File: config.mk
export PLATFORM = sky130hd
export DESIGN_NAME = trap_prioritizer
export DESIGN_NICKNAME = d
export VERILOG_FILES = /design/src/rtl/trap_pri_pkg.sv /design/src/rtl/trap_pending.sv /design/src/rtl/trap_select.sv /design/src/rtl/trap_flag_reg.sv /design/src/rtl/trap_prioritizer.sv
export SDC_FILE = /design/constraint.sdc
export NUM_CORES = 1
export LEC_CHECK = 0
export BUFFER_PORTS_ARGS = -buffer_cell sky130_fd_sc_hd__buf_4
export CORE_MARGIN = 4
export CORE_UTILIZATION = 30
export DETAILED_ROUTE_END_ITERATION = 12
export PLACE_DENSITY = 0.65
export RECOVER_POWER = 25
export SETUP_SLACK_MARGIN = 0.02
export SLEW_MARGIN = 20
export SYNTH_ARGS = -nofsm -noshare
export SYNTH_HDL_FRONTEND = slang
export SYNTH_SLANG_ARGS = --single-unit
File: constraint.sdc
create_clock -name clk -period 1.8 [get_ports clk]
set_input_delay 0.18 -clock clk [delete_from_list [all_inputs] [get_ports clk]]
set_output_delay 0.18 -clock clk [all_outputs]
set_load 0.01 [all_outputs]
File: src/rtl/trap_pri_pkg.sv
package trap_pri_pkg;

    localparam int N_RST   = 3;
    localparam int N_A     = 3;
    localparam int N_B     = 5;
    localparam int N_CAUSE = N_RST + N_A + N_B;
    localparam int A_LO    = N_RST;
    localparam int B_LO    = N_RST + N_A;
    localparam int NUM_W   = 8;

    localparam logic [NUM_W-1:0] TN_RESET = 8'h00;
    localparam logic [NUM_W-1:0] TN_ERR   = 8'h0A;

    typedef enum logic [1:0] {
        TC_NONE  = 2'd0,
        TC_RESET = 2'd1,
        TC_URG   = 2'd2,
        TC_ERR   = 2'd3
    } trap_class_e;

    typedef struct packed {
        logic                valid;
        trap_class_e         cls;
        logic [NUM_W-1:0]    num;
        logic [N_CAUSE-1:0]  retire;
    } trap_sel_t;

    // Urgent traps take even trap numbers starting at 02h
    function automatic logic [NUM_W-1:0] urgent_num(input int idx);
        return NUM_W'(2 + 2 * idx);
    endfunction

    function automatic logic [N_CAUSE-1:0] span_mask(input int lo, input int n);
        logic [N_CAUSE-1:0] m;
        m = '0;
        for (int k = 0; k < N_CAUSE; k++) begin
            if (k >= lo && k < lo + n) m[k] = 1'b1;
        end
        return m;
    endfunction

endpackage

File: src/rtl/trap_pending.sv
module trap_pending
    import trap_pri_pkg::*;
#(
    parameter int N = N_CAUSE
) (
    input  logic         clk,
    input  logic         rst,
    input  logic [N-1:0] set_i,
    input  logic         ack_i,
    input  logic [N-1:0] retire_i,
    output logic [N-1:0] pend_o
);

    logic [N-1:0] drop;

    assign drop = ack_i ? retire_i : '0;

    always_ff @(posedge clk) begin
        if (rst) pend_o <= '0;
        else     pend_o <= (pend_o & ~drop) | set_i;
    end


    pend_set_chk: assert property (@(posedge clk) disable iff (rst)
        (|set_i) |=> ((pend_o & $past(set_i)) == $past(set_i)));


    pend_hold_chk: assert property (@(posedge clk) disable iff (rst)
        !ack_i |=> (($past(pend_o) & ~pend_o) == '0));

endmodule

File: src/rtl/trap_select.sv
module trap_select
    import trap_pri_pkg::*;
(
    input  logic [N_CAUSE-1:0] pend_i,
    output trap_sel_t          sel_o
);

    always_comb begin
        sel_o        = '0;
        sel_o.cls    = TC_NONE;
        if (|pend_i[B_LO +: N_B]) begin
            sel_o.cls    = TC_ERR;
            sel_o.num    = TN_ERR;
            sel_o.retire = span_mask(B_LO, N_B);
        end
        // lowest index overwrites last, so it ranks highest
        for (int i = N_A - 1; i >= 0; i--) begin
            if (pend_i[A_LO + i]) begin
                sel_o.cls    = TC_URG;
                sel_o.num    = urgent_num(i);
                sel_o.retire = N_CAUSE'(1) << (A_LO + i);
            end
        end
        if (|pend_i[0 +: N_RST]) begin
            sel_o.cls    = TC_RESET;
            sel_o.num    = TN_RESET;
            sel_o.retire = span_mask(0, N_RST);
        end
        sel_o.valid = (sel_o.cls != TC_NONE);
    end

endmodule

File: src/rtl/trap_flag_reg.sv
module trap_flag_reg
    import trap_pri_pkg::*;
#(
    parameter int N = N_CAUSE
) (
    input  logic         clk,
    input  logic         rst,
    input  logic [N-1:0] set_i,
    input  logic         wr_i,
    input  logic [N-1:0] wdata_i,
    output logic [N-1:0] flags_o
);

    logic [N-1:0] clr;

    assign clr = wr_i ? ~wdata_i : '0;

    always_ff @(posedge clk) begin
        if (rst) flags_o <= '0;
        else     flags_o <= (flags_o & ~clr) | set_i;
    end


    flag_set_chk: assert property (@(posedge clk) disable iff (rst)
        (|set_i) |=> ((flags_o & $past(set_i)) == $past(set_i)));


    flag_sticky_chk: assert property (@(posedge clk) disable iff (rst)
        !wr_i |=> (($past(flags_o) & ~flags_o) == '0));

endmodule

File: src/rtl/trap_prioritizer.sv
module trap_prioritizer
    import trap_pri_pkg::*;
#(
    parameter int VEC_W   = 24,
    parameter int LEVEL_W = 4
) (
    input  logic               clk,
    input  logic               rst,
    input  logic [N_RST-1:0]   rst_cause_i,
    input  logic [N_A-1:0]     trap_a_i,
    input  logic [N_B-1:0]     err_b_i,
    input  logic               ack_i,
    input  logic               flag_wr_i,
    input  logic [N_CAUSE-1:0] flag_wdata_i,
    output logic               exc_valid_o,
    output logic [VEC_W-1:0]   vector_o,
    output logic [NUM_W-1:0]   trap_num_o,
    output logic [1:0]         trap_class_o,
    output logic [LEVEL_W-1:0] cpu_level_o,
    output logic [N_CAUSE-1:0] trap_flags_o
);

    localparam int VEC_SHIFT = 2;

    logic [N_CAUSE-1:0] cause;
    logic [N_CAUSE-1:0] pend;
    trap_sel_t          sel;
    logic               take;

    assign cause = {err_b_i, trap_a_i, rst_cause_i};
    assign take  = ack_i & sel.valid;

    trap_pending #(.N(N_CAUSE)) u_pend (
        .clk      (clk),
        .rst      (rst),
        .set_i    (cause),
        .ack_i    (take),
        .retire_i (sel.retire),
        .pend_o   (pend)
    );

    trap_select u_sel (
        .pend_i (pend),
        .sel_o  (sel)
    );

    trap_flag_reg #(.N(N_CAUSE)) u_flags (
        .clk     (clk),
        .rst     (rst),
        .set_i   (cause),
        .wr_i    (flag_wr_i),
        .wdata_i (flag_wdata_i),
        .flags_o (trap_flags_o)
    );

    assign exc_valid_o  = sel.valid;
    assign trap_num_o   = sel.num;
    assign trap_class_o = sel.cls;
    assign vector_o     = VEC_W'(sel.num) << VEC_SHIFT;
    assign cpu_level_o  = sel.valid ? '1 : '0;


    reset_first_chk: assert property (@(posedge clk) disable iff (rst)
        (|pend[0 +: N_RST]) |-> (trap_class_o == TC_RESET && vector_o == '0));


    err_last_chk: assert property (@(posedge clk) disable iff (rst)
        (trap_class_o == TC_ERR) |-> (pend[B_LO-1:0] == '0));


    preempt_chk: assert property (@(posedge clk) disable iff (rst)
        (trap_class_o == TC_ERR && !ack_i && (|trap_a_i)) |=> (trap_class_o == TC_URG));

endmodule

==> qor.txt, run 1 <==
Worst Setup SP = u_pend.pend_o[6]
Vias in the first global route = 742
Vias per cell = 4.176
First-pass GRT wire length = 3360 um
CTS Buffer Depth = 2
Mean Syn Cell Area = 8.184 um2
Ys Warns = 0
Grt total ovfl = 0
Max-cap violations = 0
Layout Cells excl Fill = 221
Core Area = 3442 um2
Fin crit period = 1769 ps
Vias = 923
Post-synth top cells = buf_4, dfxtp_1, a21oi_1
Crit path capture type = primary output
Reg area = 440.4 um2
Unrepaired setup endpoints after global routing = yes
Min-Delay Path Class = in -> reg
Post-CTS Setup Inserts = 0
Hpwl dp = 1907 um
Worst-path clk slew = 70 ps
Iter 0 DRT Violations = 37
Initial Util = 0.3210
Clock Skew = 1.271 ps
Final setup violation count = 0
Share of the synthesized area in the top cell type = 0.3986
Total wire length = 2403 um
Number of synthesized flops with an enable pin = 0
Num rows = 21
Maximum number of pins on one net before global-route repair = 28
Worst flop-to-flop path startpoint = u_pend.pend_o[1]
Fin nets = 202
CP Data Required Time = 1620 ps
Pins Over Slew Limit = 0
Post-synth top area cell = dfxtp_1
Critical path, cell by cell = or4_4 -> nor2_4 -> nand3_4 -> buf_4
Predominant post-synthesis flop cell = dfxtp_1
Fraction of layout cells with a size suffix above 1 = 0.3371
Placed cell count = 217
Min-delay src = rst_cause_i[0]
Global placement routability congestion = 0.6829
Post-synthesis sequential area ratio = 0.3986
Clock Sinks = 22
Top post-synthesis cells by area = dfxtp_1, buf_4, a21oi_1, o21ai_0, inv_1
Syn Inst Count = 135
Critical path class = reg -> out
Final Hold Fails = 0
Peak supply drop = 0.4481 mV
DRT antenna net count = 0
CTS tree = built
Chip height = 68.69 um
CP max-delay cell = or4_4
Crit-path max FO = 5
Place WS = 134.4 ps
Tot GR Track Use = 0.09503
Clock root buffer = clkbuf_8
Die Footprint = 4718 um2
Leak = 0.7044 nW
Slowest stage delay, CP = 540 ps
Port bufs = 49
Wire per inst = 10.87 um
Clk_lat worst skew = 260 ps
Initial antenna violation count = 0
P&R area growth vs syn = 30.69%
Slew headroom = 0.6610
Startpoint Class = flop
Cell with the most instances after synthesis = buf_4
P per Cell Area = 784.0 nW/um2
Worst Max-Slew Pin Slew = 504.7 ps
Flop and latch count out of synthesis = 22
H-tree levels = 1
I/O pins = 76
Synth unique cells = 21
Final period utilization = 0.9826
Max frequency = 565.4 MHz
TritonCTS buffer count = 3
N_diodes = 0
Synth async-reset ratio = 0
Die width = 68.69 um
Fillers = 385
Cell area after synthesis = 1105 um2
Final setup margin = 31.29 ps
Area occupied by multi-input gates = 466.7 um2
Crit path DAT = 1590 ps
DRC = 0
Status = finished, final reports clean
First-pass DRT Iterations = 3
## power breakdown
group / leakage, nW / internal [W] / switching (W)
registers: 0.184 / 0.000525 / 0.0000281
clock network: 0.0288 / 0.000195 / 0.000147
logic: 0.491 / 0.000114 / 0.000124
## registers in the layout (all words and copies together), names as in the netlist
signal,flops
u_flags.flags_o,11
u_pend.pend_o,11
## per-stage QoR
stage	instance area, um2	total power, W	setup TNS (ps)	hold slack [ps]	util
CTS	1433	0.001142	0	131.7	0.4162
global placement	1350	0.0007872	0	399.1	0.3922
finish	1444	0.001132	0	139.5	0.4195
global route	1444	0.001196	-154.1	134.7	0.4195
detailed placement	1350	0.0007896	0	404.0	0.3922
floorplan	1199	0.0007312	0	297.4	-
## critical path, delay by kind of cell (launching register included)
family | cells | cell delay, ps
AND/OR/NAND/NOR | 3 | 830
flip-flops | 1 | 310
buffers and inverters | 1 | 190
## cell families (layout without fill, tap and decap cells)
| family | count (synthesis) | after routing | share of synthesized area |
|---|---|---|---|
| AOI/OAI and AO/OA | 39 | 39 | 0.1914 |
| and+or+nand+nor | 21 | 21 | 0.1110 |
| buffers and inverters | 52 | 67 | 0.2956 |
| other | 1 | 26 | 0.003394 |
| DFF | 22 | 22 | 0.3986 |
## layer usage
layer | track usage | vias to the layer above | wire [um]
met1 | 0.1277 | 411 | 988
met4 | 0.01489 | 0 | 6
met3 | 0.04052 | 2 | 257
li1 | - | 467 | -
met5 | 0 | - | 0
met2 | 0.1430 | 43 | 1152
## area by class of cell
cell class,count,share of cell area
clock buffer,4,0.03813
inverter,14,0.03640
multi-input combinational,86,0.3232
sequential,22,0.3050
tap,46,0.03986
timing repair buffer,49,0.2574
## path summary, 6_finish.rpt
kind | cells after the start | slack (ps) | to
setup / recovery | 4 | 30 | cpu_level_o[3]
hold / removal | 3 | 140 | u_pend.pend_o[0]
setup reg to reg | 3 | 400 | u_pend.pend_o[7]
hold reg to reg | 2 | 480 | u_pend.pend_o[6]
## repair_timing
item | in CTS | in global routing
gates cloned | 0 | 0
hold buffers | 0 | 0
resized for setup | 6 | 2
endpoints found under the setup margin | 11 | 11
pin swaps | 1 | 1
## placed cells by master, fill, tap and decap left out, types with 2 or more instances in the layout
master    netlist  layout
buf_4          33      47
conb_1          1      26
dfxtp_1        22      22
a21oi_1        18      18
inv_1          14      14
o21ai_0        11      11
nor2_1          7       6
nand2b_1        6       6
o22ai_1         5       5
clkbuf_8        0       4
nor3_1          3       3
o21ai_1         2       2
No activity file was read; power rests on OpenSTA's default activity.
==> inputs of run 2 (changes only) <==
--- a/config.mk
+++ b/config.mk
@@ -5,11 +5,12 @@
 export SDC_FILE = /design/constraint.sdc
 export NUM_CORES = 1
 export LEC_CHECK = 0
+export ABC_AREA = 1
 export BUFFER_PORTS_ARGS = -buffer_cell sky130_fd_sc_hd__buf_4
 export CORE_MARGIN = 4
 export CORE_UTILIZATION = 30
 export DETAILED_ROUTE_END_ITERATION = 12
-export PLACE_DENSITY = 0.65
+export PLACE_DENSITY = 0.64
 export RECOVER_POWER = 25
 export SETUP_SLACK_MARGIN = 0.02
 export SLEW_MARGIN = 20
==> run 2 against run 1 <==
Effect of this change:
- sequential cell count unchanged
- via count decreased by 1.1%
- sequential share of layout area down 0.60 points
- first-iteration DRC count down 78%
- hold slack improved by 53 ps
- die area grew 5.2%
- combinational power increased by 6%
- global-route usage fell by 0.60 points
- clock skew is 0.76 ps lower
- routed wire length fell by 7.2%
- highest routed layer unchanged
==> qor.txt, run 2 <==
Largest registers = u_flags.flags_o x11, u_pend.pend_o x11
Leak = 0.7412 nW (+5.2%)
Fin nets = 215 (+6.4%)
Cell area after synthesis = 1170 um2 (+5.9%)
Final period utilization = 0.8422 (-0.1404)
Startpoint Class = flop
Cell with the most instances after synthesis = buf_4
Die width = 70.45 um (+2.6%)
Clock Skew = 0.5103 ps (-0.7610 ps)
N_diodes = 0 (unchanged)
Mean Syn Cell Area = 8.013 um2 (-2.1%)
Synth unique cells = 21 (unchanged)
Vias = 913 (-1.1%)
Crit path capture type = primary output
Fraction of layout cells with a size suffix above 1 = 0.3636 (+0.02649)
P&R area growth vs syn = 25.88%
TritonCTS buffer count = 3 (unchanged)
Final instance area = 1473 um2 (+2.0%)
CTS tree = built
Ys Warns = 0 (unchanged)
Post-CTS sizing = 0 (-6)
Maximum number of pins on one net before global-route repair = 23 (-18%)
Hold path depth = 3 (unchanged)
Fillers = 411 (+6.8%)
Peak supply drop = 0.2863 mV (-36%)
Initial Util = 0.3148 (-0.006160)
Most frequent cells in the layout = buf_4, conb_1, dfxtp_1
First-pass GRT wire length = 3581 um (+6.6%)
Iter 0 DRT Violations = 8 (-78%)
Syn Inst Count = 146 (+8.1%)
Num rows = 22 (+4.8%)
CP max-delay cell = dfxtp_1
Post-synthesis sequential area ratio = 0.3765 (-0.02217)
Fin crit period = 1516 ps (-252.8 ps)
Hold buffers post-CTS = 0 (unchanged)
I/O pins = 76 (unchanged)
Post-synth top cells = buf_4, dfxtp_1, inv_1
Flop and latch count out of synthesis = 22 (unchanged)
H-tree levels = 1 (unchanged)
Post-DP Area = 1431 um2 (+6.0%)
R2r endpoint = u_pend.pend_o[5]
First-pass DRT Iterations = 2 (-1)
Max-cap violations = 0 (unchanged)
Most common cell after layout, fill and taps aside = buf_4
Final setup violation count = 0 (unchanged)
Area occupied by multi-input gates = 475.5 um2 (+1.9%)
Top post-synthesis cells by area = dfxtp_1, buf_4, a21oi_1, inv_1, o21ai_0
Clk_lat worst skew = 250 ps (about the same)
Min-delay src = err_b_i[1]
Core Area = 3716 um2 (+8.0%)
Vias per cell = 3.885 (-7.0%)
Number of synthesized flops with an enable pin = 0 (unchanged)
Share of the synthesized area in the top cell type = 0.3765 (-0.02217)
Pins Over Slew Limit = 0 (unchanged)
Crit path DAT = 1340 ps (-250 ps)
Unrepaired setup endpoints after global routing = no
Port bufs = 49 (unchanged)
Hold EP = u_pend.pend_o[7]
Wire per inst = 9.489 um (-13%)
DRC = 0 (unchanged)
Slowest stage delay, CP = 310 ps (-230 ps)
Min-Delay Path Class = in -> reg
Critical path, cell by cell = nor2_1 -> nand2_1 -> nor2_4 -> inv_2 -> o21ai_0 -> a21oi_1 -> buf_4
Post-CTS Setup Inserts = 0 (unchanged)
Max frequency = 659.7 MHz (+17%)
Post-synth top area cell = dfxtp_1
Crit-path max FO = 3 (-2)
Reg area = 440.4 um2 (unchanged)
R2R setup slack = 740 ps (+340 ps)
CTS Buffer Depth = 2 (unchanged)
Vias in the first global route = 807 (+8.8%)
Predominant post-synthesis flop cell = dfxtp_1
Critical path class = reg -> out
Tot GR Track Use = 0.08902 (-0.006008)
R2R cell count = 7 (+4)
Initial antenna violation count = 0 (unchanged)
Grt total ovfl = 0 (unchanged)
Hpwl dp = 1872 um (-1.8%)
Synth async-reset ratio = 0 (unchanged)
Die Footprint = 4963 um2 (+5.2%)
Clock Sinks = 22 (unchanged)
Worst flop-to-flop path startpoint = u_pend.pend_o[1]
Status = finished, final reports clean
DRT antenna net count = 0 (unchanged)
Chip height = 70.45 um (+2.6%)
Total wire length = 2230 um (-7.2%)
Setup_tns = 0 ps (unchanged)
P per Cell Area = 740.2 nW/um2 (-5.6%)
Clock root buffer = clkbuf_8
Worst-path clk slew = 80 ps (about the same)
Global placement routability congestion = 0.6587 (-3.5%)
Final Hold Fails = 0 (unchanged)
CP Data Required Time = 1620 ps (about the same)
## run 2: cell count changes after synthesis, sizes merged, moves of 2 or more
cell    previous run  this run
nand2              1        16
inv               14        21
a21oi             18        24
nand2b             6         0
o22ai              5         0
nor3               3         0
clkbuf             4         2
nand3              1         3
## run 2: metal layers
layer / track usage / routed length, um / vias to the layer above
li1: - / - / 484
met3: 0.02446 / 234 / 2
met4: 0.03191 / 10 / 0
met1: 0.1188 / 980 / 385
met5: 0 / 0 / -
met2: 0.1362 / 1004 / 42
## run 2: layout make-up
cell class                 instances  share of cell area
multi-input combinational         91              0.3229
tap                               48             0.04078
inverter                          22             0.05947
timing repair buffer              49              0.2498
sequential                        22              0.2991
clock buffer                       3             0.02804
## run 2: worst max-delay path, delay by kind of cell (launching register included)
family	cells	cell delay, ps
AO/OA/AOI/OAI	2	240
buffers and inverters	2	220
AND/OR/NAND/NOR	3	300
flip-flops	1	310
## run 2: cell families (layout without fill, tap and decap cells)
kind of cell / Yosys count / count (layout) / synth area share
other: 1 / 26 / 0.003205
flip-flops: 22 / 22 / 0.3765
AND/OR/NAND/NOR: 27 / 27 / 0.1390
buffers and inverters: 58 / 74 / 0.2973
AO/OA/AOI/OAI: 38 / 38 / 0.1840
## run 2: through the flow
stage          hold WS (ps)  std cells  worst slack, ps  total power (W)  utilization
6_report              192.0        235            284.1         0.001090       0.3963
5_1_grt               192.0        235            150.1         0.001162       0.3963
4_1_cts               185.0        235            266.6         0.001106       0.3963
3_5_place_dp          453.4        232            560.4        0.0008090       0.3852
3_3_place_gp          450.9        232            551.9        0.0008068       0.3852
2_1_floorplan         242.4        171            544.6        0.0007454            -
## run 2: worst max-delay path by stage
| stage | cells after the start | slack (ps) | start | end |
|---|---|---|---|---|
| global route | 7 | 150 | u_pend.pend_o[9] | trap_num_o[1] |
| finish | 7 | 280 | u_pend.pend_o[9] | trap_num_o[1] |
| floorplan | 7 | 540 | u_pend.pend_o[9] | vector_o[3] |
| CTS | 7 | 270 | u_pend.pend_o[9] | vector_o[3] |
| detailed placement | 7 | 560 | u_pend.pend_o[9] | vector_o[3] |
| global placement | 7 | 550 | u_pend.pend_o[9] | trap_num_o[1] |
## run 2: report_power, final
| group | switching (W) | internal, W | leakage (nW) |
|---|---|---|---|
| clock | 0.000148 | 0.000149 | 0.0216 |
| sequential | 0.0000181 | 0.000522 | 0.184 |
| combinational | 0.000140 | 0.000113 | 0.535 |
| total | 0.000306 | 0.000784 | 0.741 |
